==> src/rtl/nor_seq_pkg.sv <==
package nor_seq_pkg;

    typedef enum logic [2:0] {
        OP_RESET      = 3'd0,
        OP_READ_ID    = 3'd1,
        OP_PROG       = 3'd2,
        OP_BUF_PROG   = 3'd3,
        OP_SECT_ERASE = 3'd4,
        OP_CHIP_ERASE = 3'd5,
        OP_QUERY      = 3'd6,
        OP_NONE       = 3'd7
    } nor_op_e;

    typedef enum logic [2:0] {
        PH_IDLE   = 3'd0,
        PH_SETUP  = 3'd1,
        PH_STROBE = 3'd2,
        PH_HOLD   = 3'd3,
        PH_GAP    = 3'd4
    } bus_phase_e;

    // one bus access as produced by the step generator
    typedef struct packed {
        logic        rd;
        logic        last;
        logic [15:0] data;
    } bus_op_t;

    localparam logic [11:0] KEY_WADDR_A = 12'h555;
    localparam logic [11:0] KEY_WADDR_B = 12'h2AA;
    localparam logic [11:0] QUERY_WADDR = 12'h055;

    localparam logic [15:0] KEY_DATA_A     = 16'h00AA;
    localparam logic [15:0] KEY_DATA_B     = 16'h0055;
    localparam logic [15:0] CMD_IDENT      = 16'h0090;
    localparam logic [15:0] CMD_WORD_PROG  = 16'h00A0;
    localparam logic [15:0] CMD_ERASE_ARM  = 16'h0080;
    localparam logic [15:0] CMD_ERASE_ALL  = 16'h0010;
    localparam logic [15:0] CMD_ERASE_SECT = 16'h0030;
    localparam logic [15:0] CMD_BUF_LOAD   = 16'h0025;
    localparam logic [15:0] CMD_BUF_COMMIT = 16'h0029;
    localparam logic [15:0] CMD_TO_READ    = 16'h00F0;
    localparam logic [15:0] CMD_QUERY      = 16'h0098;

    // first step of a buffered program that carries a buffer word
    localparam int BUF_DATA_STEP = 4;

    function automatic logic op_known(input logic [2:0] code);
        return code != OP_NONE;
    endfunction

    function automatic bus_op_t wr_op(input logic [15:0] d, input logic fin);
        bus_op_t o;
        o.rd   = 1'b0;
        o.last = fin;
        o.data = d;
        return o;
    endfunction

    function automatic bus_op_t rd_op(input logic fin);
        bus_op_t o;
        o.rd   = 1'b1;
        o.last = fin;
        o.data = 16'h0000;
        return o;
    endfunction

endpackage

==> src/rtl/nor_step_gen.sv <==
module nor_step_gen
    import nor_seq_pkg::*;
#(
    parameter int AW     = 20,
    parameter int LEN_W  = 6,
    parameter int IDX_W  = 5,
    parameter int STEP_W = 7
)(
    input  nor_op_e           op,
    input  logic [STEP_W-1:0] step,
    input  logic [AW-1:0]     tgt_addr,
    input  logic [15:0]       tgt_data,
    input  logic [LEN_W-1:0]  len_m1,
    input  logic [15:0]       buf_word,
    output bus_op_t           cyc,
    output logic [AW-1:0]     cyc_addr,
    output logic [IDX_W-1:0]  buf_idx
);

    logic [STEP_W-1:0] off;
    logic [STEP_W-1:0] commit_step;

    assign off         = step - STEP_W'(BUF_DATA_STEP);
    assign commit_step = STEP_W'(len_m1) + STEP_W'(BUF_DATA_STEP + 1);
    assign buf_idx     = off[IDX_W-1:0];

    always_comb begin
        cyc      = wr_op(16'h0000, 1'b1);
        cyc_addr = '0;
        case (op)
            OP_RESET: begin
                cyc      = wr_op(CMD_TO_READ, 1'b1);
                cyc_addr = '0;
            end
            OP_QUERY: begin
                cyc      = wr_op(CMD_QUERY, 1'b1);
                cyc_addr = AW'(QUERY_WADDR);
            end
            default: begin
                // steps 0 and 1 are the unlock pair for every remaining op
                if (step == STEP_W'(0)) begin
                    cyc      = wr_op(KEY_DATA_A, 1'b0);
                    cyc_addr = AW'(KEY_WADDR_A);
                end else if (step == STEP_W'(1)) begin
                    cyc      = wr_op(KEY_DATA_B, 1'b0);
                    cyc_addr = AW'(KEY_WADDR_B);
                end else begin
                    case (op)
                        OP_READ_ID: begin
                            if (step == STEP_W'(2)) begin
                                cyc      = wr_op(CMD_IDENT, 1'b0);
                                cyc_addr = AW'(KEY_WADDR_A);
                            end else if (step == STEP_W'(3)) begin
                                cyc      = rd_op(1'b0);
                                cyc_addr = '0;
                            end else begin
                                cyc      = rd_op(1'b1);
                                cyc_addr = AW'(1);
                            end
                        end
                        OP_PROG: begin
                            if (step == STEP_W'(2)) begin
                                cyc      = wr_op(CMD_WORD_PROG, 1'b0);
                                cyc_addr = AW'(KEY_WADDR_A);
                            end else begin
                                cyc      = wr_op(tgt_data, 1'b1);
                                cyc_addr = tgt_addr;
                            end
                        end
                        OP_SECT_ERASE, OP_CHIP_ERASE: begin
                            if (step == STEP_W'(2)) begin
                                cyc      = wr_op(CMD_ERASE_ARM, 1'b0);
                                cyc_addr = AW'(KEY_WADDR_A);
                            end else if (step == STEP_W'(3)) begin
                                cyc      = wr_op(KEY_DATA_A, 1'b0);
                                cyc_addr = AW'(KEY_WADDR_A);
                            end else if (step == STEP_W'(4)) begin
                                cyc      = wr_op(KEY_DATA_B, 1'b0);
                                cyc_addr = AW'(KEY_WADDR_B);
                            end else if (op == OP_SECT_ERASE) begin
                                cyc      = wr_op(CMD_ERASE_SECT, 1'b1);
                                cyc_addr = tgt_addr;
                            end else begin
                                cyc      = wr_op(CMD_ERASE_ALL, 1'b1);
                                cyc_addr = AW'(KEY_WADDR_A);
                            end
                        end
                        OP_BUF_PROG: begin
                            if (step == STEP_W'(2)) begin
                                cyc      = wr_op(CMD_BUF_LOAD, 1'b0);
                                cyc_addr = tgt_addr;
                            end else if (step == STEP_W'(3)) begin
                                cyc      = wr_op(16'(len_m1), 1'b0);
                                cyc_addr = tgt_addr;
                            end else if (step == commit_step) begin
                                cyc      = wr_op(CMD_BUF_COMMIT, 1'b1);
                                cyc_addr = tgt_addr + AW'(len_m1);
                            end else begin
                                cyc      = wr_op(buf_word, 1'b0);
                                cyc_addr = tgt_addr + AW'(off);
                            end
                        end
                        default: begin
                            cyc      = wr_op(CMD_TO_READ, 1'b1);
                            cyc_addr = '0;
                        end
                    endcase
                end
            end
        endcase
    end

endmodule

==> src/rtl/nor_bus_phy.sv <==
module nor_bus_phy
    import nor_seq_pkg::*;
#(
    parameter int AW   = 20,
    parameter int PW_W = 4
)(
    input  logic            clk,
    input  logic            rst,
    input  logic            start,
    input  logic [AW-1:0]   st_addr,
    input  logic            st_rd,
    input  logic [15:0]     st_data,
    input  logic [PW_W-1:0] pw,
    input  logic [15:0]     din,
    output logic [AW:0]     addr_o,
    output logic [15:0]     dout,
    output logic            ce_n,
    output logic            we_n,
    output logic            oe_n,
    output logic            fin,
    output logic            rd_stb,
    output logic [15:0]     rd_word
);

    bus_phase_e      ph;
    logic [PW_W-1:0] cnt;
    logic [AW-1:0]   addr_q;
    logic [15:0]     data_q;
    logic            rd_q;

    always_ff @(posedge clk) begin
        if (rst) begin
            ph      <= PH_IDLE;
            cnt     <= '0;
            addr_q  <= '0;
            data_q  <= '0;
            rd_q    <= 1'b0;
            rd_stb  <= 1'b0;
            rd_word <= '0;
        end else begin
            rd_stb <= 1'b0;
            case (ph)
                PH_IDLE, PH_GAP: begin
                    if (start) begin
                        ph     <= PH_SETUP;
                        addr_q <= st_addr;
                        data_q <= st_data;
                        rd_q   <= st_rd;
                    end else begin
                        ph <= PH_IDLE;
                    end
                end
                PH_SETUP: begin
                    ph  <= PH_STROBE;
                    cnt <= PW_W'(1);
                end
                PH_STROBE: begin
                    if (cnt >= pw) begin
                        ph <= PH_HOLD;
                        if (rd_q) begin
                            rd_stb  <= 1'b1;
                            rd_word <= din;
                        end
                    end else begin
                        cnt <= cnt + PW_W'(1);
                    end
                end
                PH_HOLD: ph <= PH_GAP;
                default: ph <= PH_IDLE;
            endcase
        end
    end

    assign addr_o = {addr_q, 1'b0};
    assign dout   = data_q;
    assign ce_n   = (ph == PH_IDLE) || (ph == PH_GAP);
    assign we_n   = !((ph == PH_STROBE) && !rd_q);
    assign oe_n   = !((ph == PH_STROBE) && rd_q);
    assign fin    = (ph == PH_GAP);

endmodule

==> src/rtl/nor_cmd_seq.sv <==
module nor_cmd_seq
    import nor_seq_pkg::*;
#(
    parameter  int WORD_AW = 20,
    parameter  int MAX_BUF = 32,
    parameter  int PW_W    = 4,
    localparam int LEN_W   = $clog2(MAX_BUF + 1),
    localparam int IDX_W   = $clog2(MAX_BUF),
    localparam int STEP_W  = LEN_W + 1
)(
    input  logic               clk,
    input  logic               rst,
    input  logic               req_valid,
    input  logic [2:0]         req_op,
    input  logic [WORD_AW-1:0] req_addr,
    input  logic [15:0]        req_data,
    input  logic [LEN_W-1:0]   req_len,
    input  logic [PW_W-1:0]    cfg_strobe,
    output logic               req_accept,
    output logic               req_reject,
    output logic               busy,
    output logic               done,
    output logic [IDX_W-1:0]   buf_idx,
    input  logic [15:0]        buf_word,
    output logic               rd_valid,
    output logic [15:0]        rd_data,
    output logic [WORD_AW:0]   mem_addr,
    output logic [15:0]        mem_dout,
    input  logic [15:0]        mem_din,
    output logic               mem_ce_n,
    output logic               mem_we_n,
    output logic               mem_oe_n
);

    nor_op_e            op_q;
    logic [WORD_AW-1:0] addr_q;
    logic [15:0]        data_q;
    logic [LEN_W-1:0]   len_m1_q;
    logic [PW_W-1:0]    pw_q;
    logic [STEP_W-1:0]  step_q;
    logic               last_q;
    logic               kick_q;

    logic               len_ok;
    logic               legal;
    logic               take;
    logic               launch;
    logic               phy_fin;
    bus_op_t            cyc;
    logic [WORD_AW-1:0] cyc_addr;

    assign len_ok = (req_len != '0) && (req_len <= LEN_W'(MAX_BUF));
    assign legal  = op_known(req_op) && ((req_op != OP_BUF_PROG) || len_ok);
    assign take   = req_valid && !busy && legal;
    assign launch = kick_q || (phy_fin && !last_q && busy);

    always_ff @(posedge clk) begin
        if (rst) begin
            op_q       <= OP_RESET;
            addr_q     <= '0;
            data_q     <= '0;
            len_m1_q   <= '0;
            pw_q       <= PW_W'(1);
            step_q     <= '0;
            last_q     <= 1'b0;
            kick_q     <= 1'b0;
            busy       <= 1'b0;
            done       <= 1'b0;
            req_accept <= 1'b0;
            req_reject <= 1'b0;
        end else begin
            req_accept <= take;
            req_reject <= req_valid && !take;
            done       <= 1'b0;
            kick_q     <= 1'b0;
            if (take) begin
                op_q     <= nor_op_e'(req_op);
                addr_q   <= req_addr;
                data_q   <= req_data;
                len_m1_q <= req_len - LEN_W'(1);
                pw_q     <= (cfg_strobe == '0) ? PW_W'(1) : cfg_strobe;
                step_q   <= '0;
                last_q   <= 1'b0;
                kick_q   <= 1'b1;
                busy     <= 1'b1;
            end else if (launch) begin
                step_q <= step_q + STEP_W'(1);
                last_q <= cyc.last;
            end
            if (busy && phy_fin && last_q) begin
                busy <= 1'b0;
                done <= 1'b1;
            end
        end
    end

    nor_step_gen #(
        .AW     (WORD_AW),
        .LEN_W  (LEN_W),
        .IDX_W  (IDX_W),
        .STEP_W (STEP_W)
    ) u_steps (
        .op       (op_q),
        .step     (step_q),
        .tgt_addr (addr_q),
        .tgt_data (data_q),
        .len_m1   (len_m1_q),
        .buf_word (buf_word),
        .cyc      (cyc),
        .cyc_addr (cyc_addr),
        .buf_idx  (buf_idx)
    );

    nor_bus_phy #(
        .AW   (WORD_AW),
        .PW_W (PW_W)
    ) u_phy (
        .clk     (clk),
        .rst     (rst),
        .start   (launch),
        .st_addr (cyc_addr),
        .st_rd   (cyc.rd),
        .st_data (cyc.data),
        .pw      (pw_q),
        .din     (mem_din),
        .addr_o  (mem_addr),
        .dout    (mem_dout),
        .ce_n    (mem_ce_n),
        .we_n    (mem_we_n),
        .oe_n    (mem_oe_n),
        .fin     (phy_fin),
        .rd_stb  (rd_valid),
        .rd_word (rd_data)
    );

endmodule

==> config.mk <==
export PLATFORM = sky130hd
export DESIGN_NAME = nor_cmd_seq
export DESIGN_NICKNAME = d
export VERILOG_FILES = /design/src/rtl/nor_seq_pkg.sv /design/src/rtl/nor_step_gen.sv /design/src/rtl/nor_bus_phy.sv /design/src/rtl/nor_cmd_seq.sv
export SDC_FILE = /design/constraint.sdc
export NUM_CORES = 1
export LEC_CHECK = 0
export BUFFER_PORTS_ARGS = -buffer_cell sky130_fd_sc_hd__buf_2
export CAP_MARGIN = 20
export CORE_MARGIN = 8
export CORE_UTILIZATION = 54
export CTS_CLUSTER_SIZE = 30
export DETAILED_ROUTE_END_ITERATION = 16
export PLACE_DENSITY = 0.82
export SETUP_SLACK_MARGIN = 0.1
export SKIP_CTS_REPAIR_TIMING = 1
export SYNTH_ARGS = -nofsm -noshare
export SYNTH_HDL_FRONTEND = slang
export SYNTH_SLANG_ARGS = --single-unit
==> constraint.sdc <==
create_clock -name clk -period 4.55 [get_ports clk]
set_input_delay 0.455 -clock clk [delete_from_list [all_inputs] [get_ports clk]]
set_output_delay 0.455 -clock clk [all_outputs]
set_load 0.01 [all_outputs]
==> impl_metrics.csv <==
group,metric,value,unit
place,placed_cell_area,7290,um^2
timing,period_needed,4.12,ns
floorplan,die_h,126,um
place,dp_hpwl,15200,um
clock_network,clockBufferDepth,2,
global_routing,grt_max_degree,58,
setup_path,path_buf_inv,1,
setup_path,crit_path_end_kind,"register",
timing,skew,0.00574,ns
setup_path,cp-start-kind,"register",
clock_network,clkSinkCount,122,
synthesis,synth_cell_types,67,
setup_path,cp_slowest_cell,"dfxtp_1",
route,drt-total-wl,21100,um
pwr,power.leakage,3.28,nW
synthesis,netlist_top_cells_area,"dfxtp_1 (38%), nand2_1 (8.3%), a21oi_1 (5.9%)",
clock_network,clkTransAtPathRegs,0.06,ns
place,port-buffer-count,148,
setup_path,timing.rr.start,"len_m1_q[0]",
setup_path,worstPathCellList,"ha_1 > a21boi_0 > a2111oi_1 > a31oi_1 > nor4_4 > buf_4 > mux2_2 > ha_1 > or2_2 > a31oi_1 > a211oi_4 > nand3_1 > xnor2_1 > a222oi_1 > nor2_1",
clock_network,root_buffer,"clkbuf_16",
synthesis,synthDominantCellAreaShare,0.376,
clock_network,clock_latency,0.42,ns
route,dr_wl_met3,2450,um
hold_path,hold_depth,3,
global_routing,overflow,0,
layout,final_nets,1058,
synthesis,async_flop_share,0,
route,met1_length,8430,um
synthesis,syn_area_per_cell,7.90,um^2
floorplan,core.rowCount,40,
synthesis,yosysTopAreaCell,"dfxtp_1",
route,viasPerCell,6.03,
floorplan,initial_utilization,0.548,
floorplan,dieArea,15800,um^2
route,dr.pass1.iters,5,
synthesis,synth_fp_nets,930,
setup_path,critPathTopFamily,"compound AO/OA/AOI/OAI gates",
setup_path,cp.required,4.85,ns
route,postRouteAntennaNets,0,
synthesis,synth_edf_count,0,
route,vias,6700,
timing,slew_headroom,0.302,
setup_path,slowest_delay,0.44,ns
floorplan,core_region_area,11900,um^2
setup_path,cp_max_fo,19,
setup_path,timing.rr.end,"u_phy.addr_q[19]",
route,drc_errors,0,
synthesis,yosysWarnings,0,
layout,fin_area,7950,um^2
hold_path,hold_start,"buf_word[8]",
setup_path,cp.arrival,4.42,ns
timing,rsz0062_at_grt,"false",
timing,finalWorstSetupSlack,0.430,ns
timing,clock.fmax,243,MHz
setup_path,critPathKind,"register to register",
run,drv_cap,0,
route,met2_wirelength,9740,um
layout,final_common_cell,"buf_2",
synthesis,synth-seq-cells,122,
timing,setup_tns,0,ns
floorplan,die_x,126,um
timing,hold_viol,0,
route,routed.top_layer,"met4",
setup_path,r2r_cells,15,
place,place.gp.congestion,1.00,
place,dp_worst_setup_slack,0.551,ns
layout,final_cell_mix,"buf_2 (148), nand2_1 (143), dfxtp_1 (122)",
global_routing,grt_pass1_wl,33500,um
clock_network,cts_tree,"yes",
clock_network,numCtsBuffers,17,
floorplan,ios,150,
status,status,"complete, no violations",
layout,diodes,0,
pwr,powerDensity,382,nW/um^2
layout,syn_to_final_growth,22.3,%
route,drt_iter0_drc,700,
setup_path,timing.reg2reg.setup_slack,0.43,ns
synthesis,seq_area_frac_synth,0.376,
route,wire_per_inst,19.0,um
clock_network,cts_htree_levels,4,
synthesis,synth-main-ff-cell,"dfxtp_1",
hold_path,whs_endpoint,"u_phy.dout[8]",
synthesis,synthesis.area,6500,um^2
pwr,vdd_ir_drop_max,310,uV
timing,min_period_over_period,0.905,
hold_path,hold_path_class,"input port to register",
synthesis,netlist_instances,823,
layout,drive_above_1_share,0.214,
timing,setup_viol,0,
timing,slew_viol_final,0,
global_routing,grt_pass1_vias,6482,
timing,worstMarginPinSlew,1.04,ns
global_routing,grt_usage,0.263,
global_routing,antenna_found_initial,0,
## synthesized netlist by cell type, types with 3 or more instances
cell type,n
nand2_1,143
dfxtp_1,122
nor2_1,87
a21oi_1,76
nor3_1,35
o21ai_0,35
clkbuf_1,32
ha_1,22
xnor2_1,21
inv_1,20
mux2i_1,16
nand3_1,16
a211oi_1,14
a22oi_1,13
xor2_1,13
buf_2,10
a21o_1,8
nor4_1,8
o21a_1,8
buf_4,7
a22o_1,6
a31oi_1,6
and3_1,6
nand2b_1,6
a2111oi_0,5
a221o_1,5
and2_1,5
nor2b_1,4
nor3b_1,4
nor4b_1,4
o2111ai_1,4
o211ai_1,4
or3_1,4
a221oi_1,3
a222oi_1,3
nand4_1,3
o21ai_1,3
or2_2,3
## metrics by stage
| stage | std cells | hold WS (ns) | power, mW | utilization |
|---|---|---|---|---|
| after detailed placement | 1079 | 0.442 | 1.55 | 0.615 |
| after global placement | 1079 | 0.437 | 1.55 | 0.615 |
| after CTS | 1111 | 0.216 | 3.04 | 0.669 |
| after floorplan | 823 | 0.434 | 1.42 | - |
| final | 1111 | 0.223 | 3.04 | 0.670 |
| after global routing | 1111 | 0.227 | 3.14 | 0.670 |
## layout make-up
| class | instances | area (um^2) |
|---|---|---|
| Clock inverter | 11 | 190 |
| Clock buffer | 21 | 460 |
| Fill cell | 1017 | 3910 |
| Inverter | 20 | 75.1 |
| Multi-Input combinational cell | 632 | 3780 |
| Sequential cell | 122 | 2440 |
| Timing Repair Buffer | 158 | 816 |
| Tap cell | 147 | 184 |
## worst max path at each step
stage,from,to,slack (ns),depth (start not counted)
2_1_floorplan,len_m1_q[0],u_phy.addr_q[19],0.83,15
3_3_place_gp,len_m1_q[0],u_phy.addr_q[19],0.66,15
3_5_place_dp,len_m1_q[0],u_phy.addr_q[19],0.55,15
4_1_cts,len_m1_q[0],u_phy.addr_q[19],0.39,15
5_1_grt,len_m1_q[0],u_phy.addr_q[8],0.18,16
6_report,len_m1_q[0],u_phy.addr_q[19],0.43,15
## power by group
group | switching (mW) | internal [mW] | leakage (nW)
registers | 0.0585 | 1.11 | 0.992
logic | 0.229 | 0.146 | 1.97
clock network | 0.492 | 1.00 | 0.318
total | 0.779 | 2.26 | 3.28
## state kept, by name, summed over array words and instances (netlist names), 4 cells and up
| signal | flops |
|---|---|
| addr_q | 20 |
| data_q | 16 |
| u_phy.cnt | 4 |
| pw_q | 4 |
| step_q | 7 |
| u_phy.rd_word | 16 |
| u_phy.dout | 16 |
| u_phy.addr_q | 20 |
| len_m1_q | 6 |
## kinds of logic (layout without fill, tap and decap cells)
group	count (synthesis)	after routing	synth area share
and+or+nand+nor	338	338	0.237
AOI/OAI and AO/OA	218	218	0.222
DFF	122	122	0.376
buffers and inverters	69	210	0.0458
xor gates and xnor gates	34	34	0.0458
adders and majority gates	23	23	0.0454
muxes	18	18	0.0281
other	1	1	0.000577
## metal layers
layer  up-vias  track usage
met5         -            0
met4         0        0.101
met3        47       0.0941
met2       363        0.422
met1      3116        0.315
li1       3174            -
## worst min-delay path, stage by stage
cell and delay [ns]:
buf_2 0.07, nand2_1 0.04, nand2_1 0.05
No activity file was read; power rests on OpenSTA's default activity.
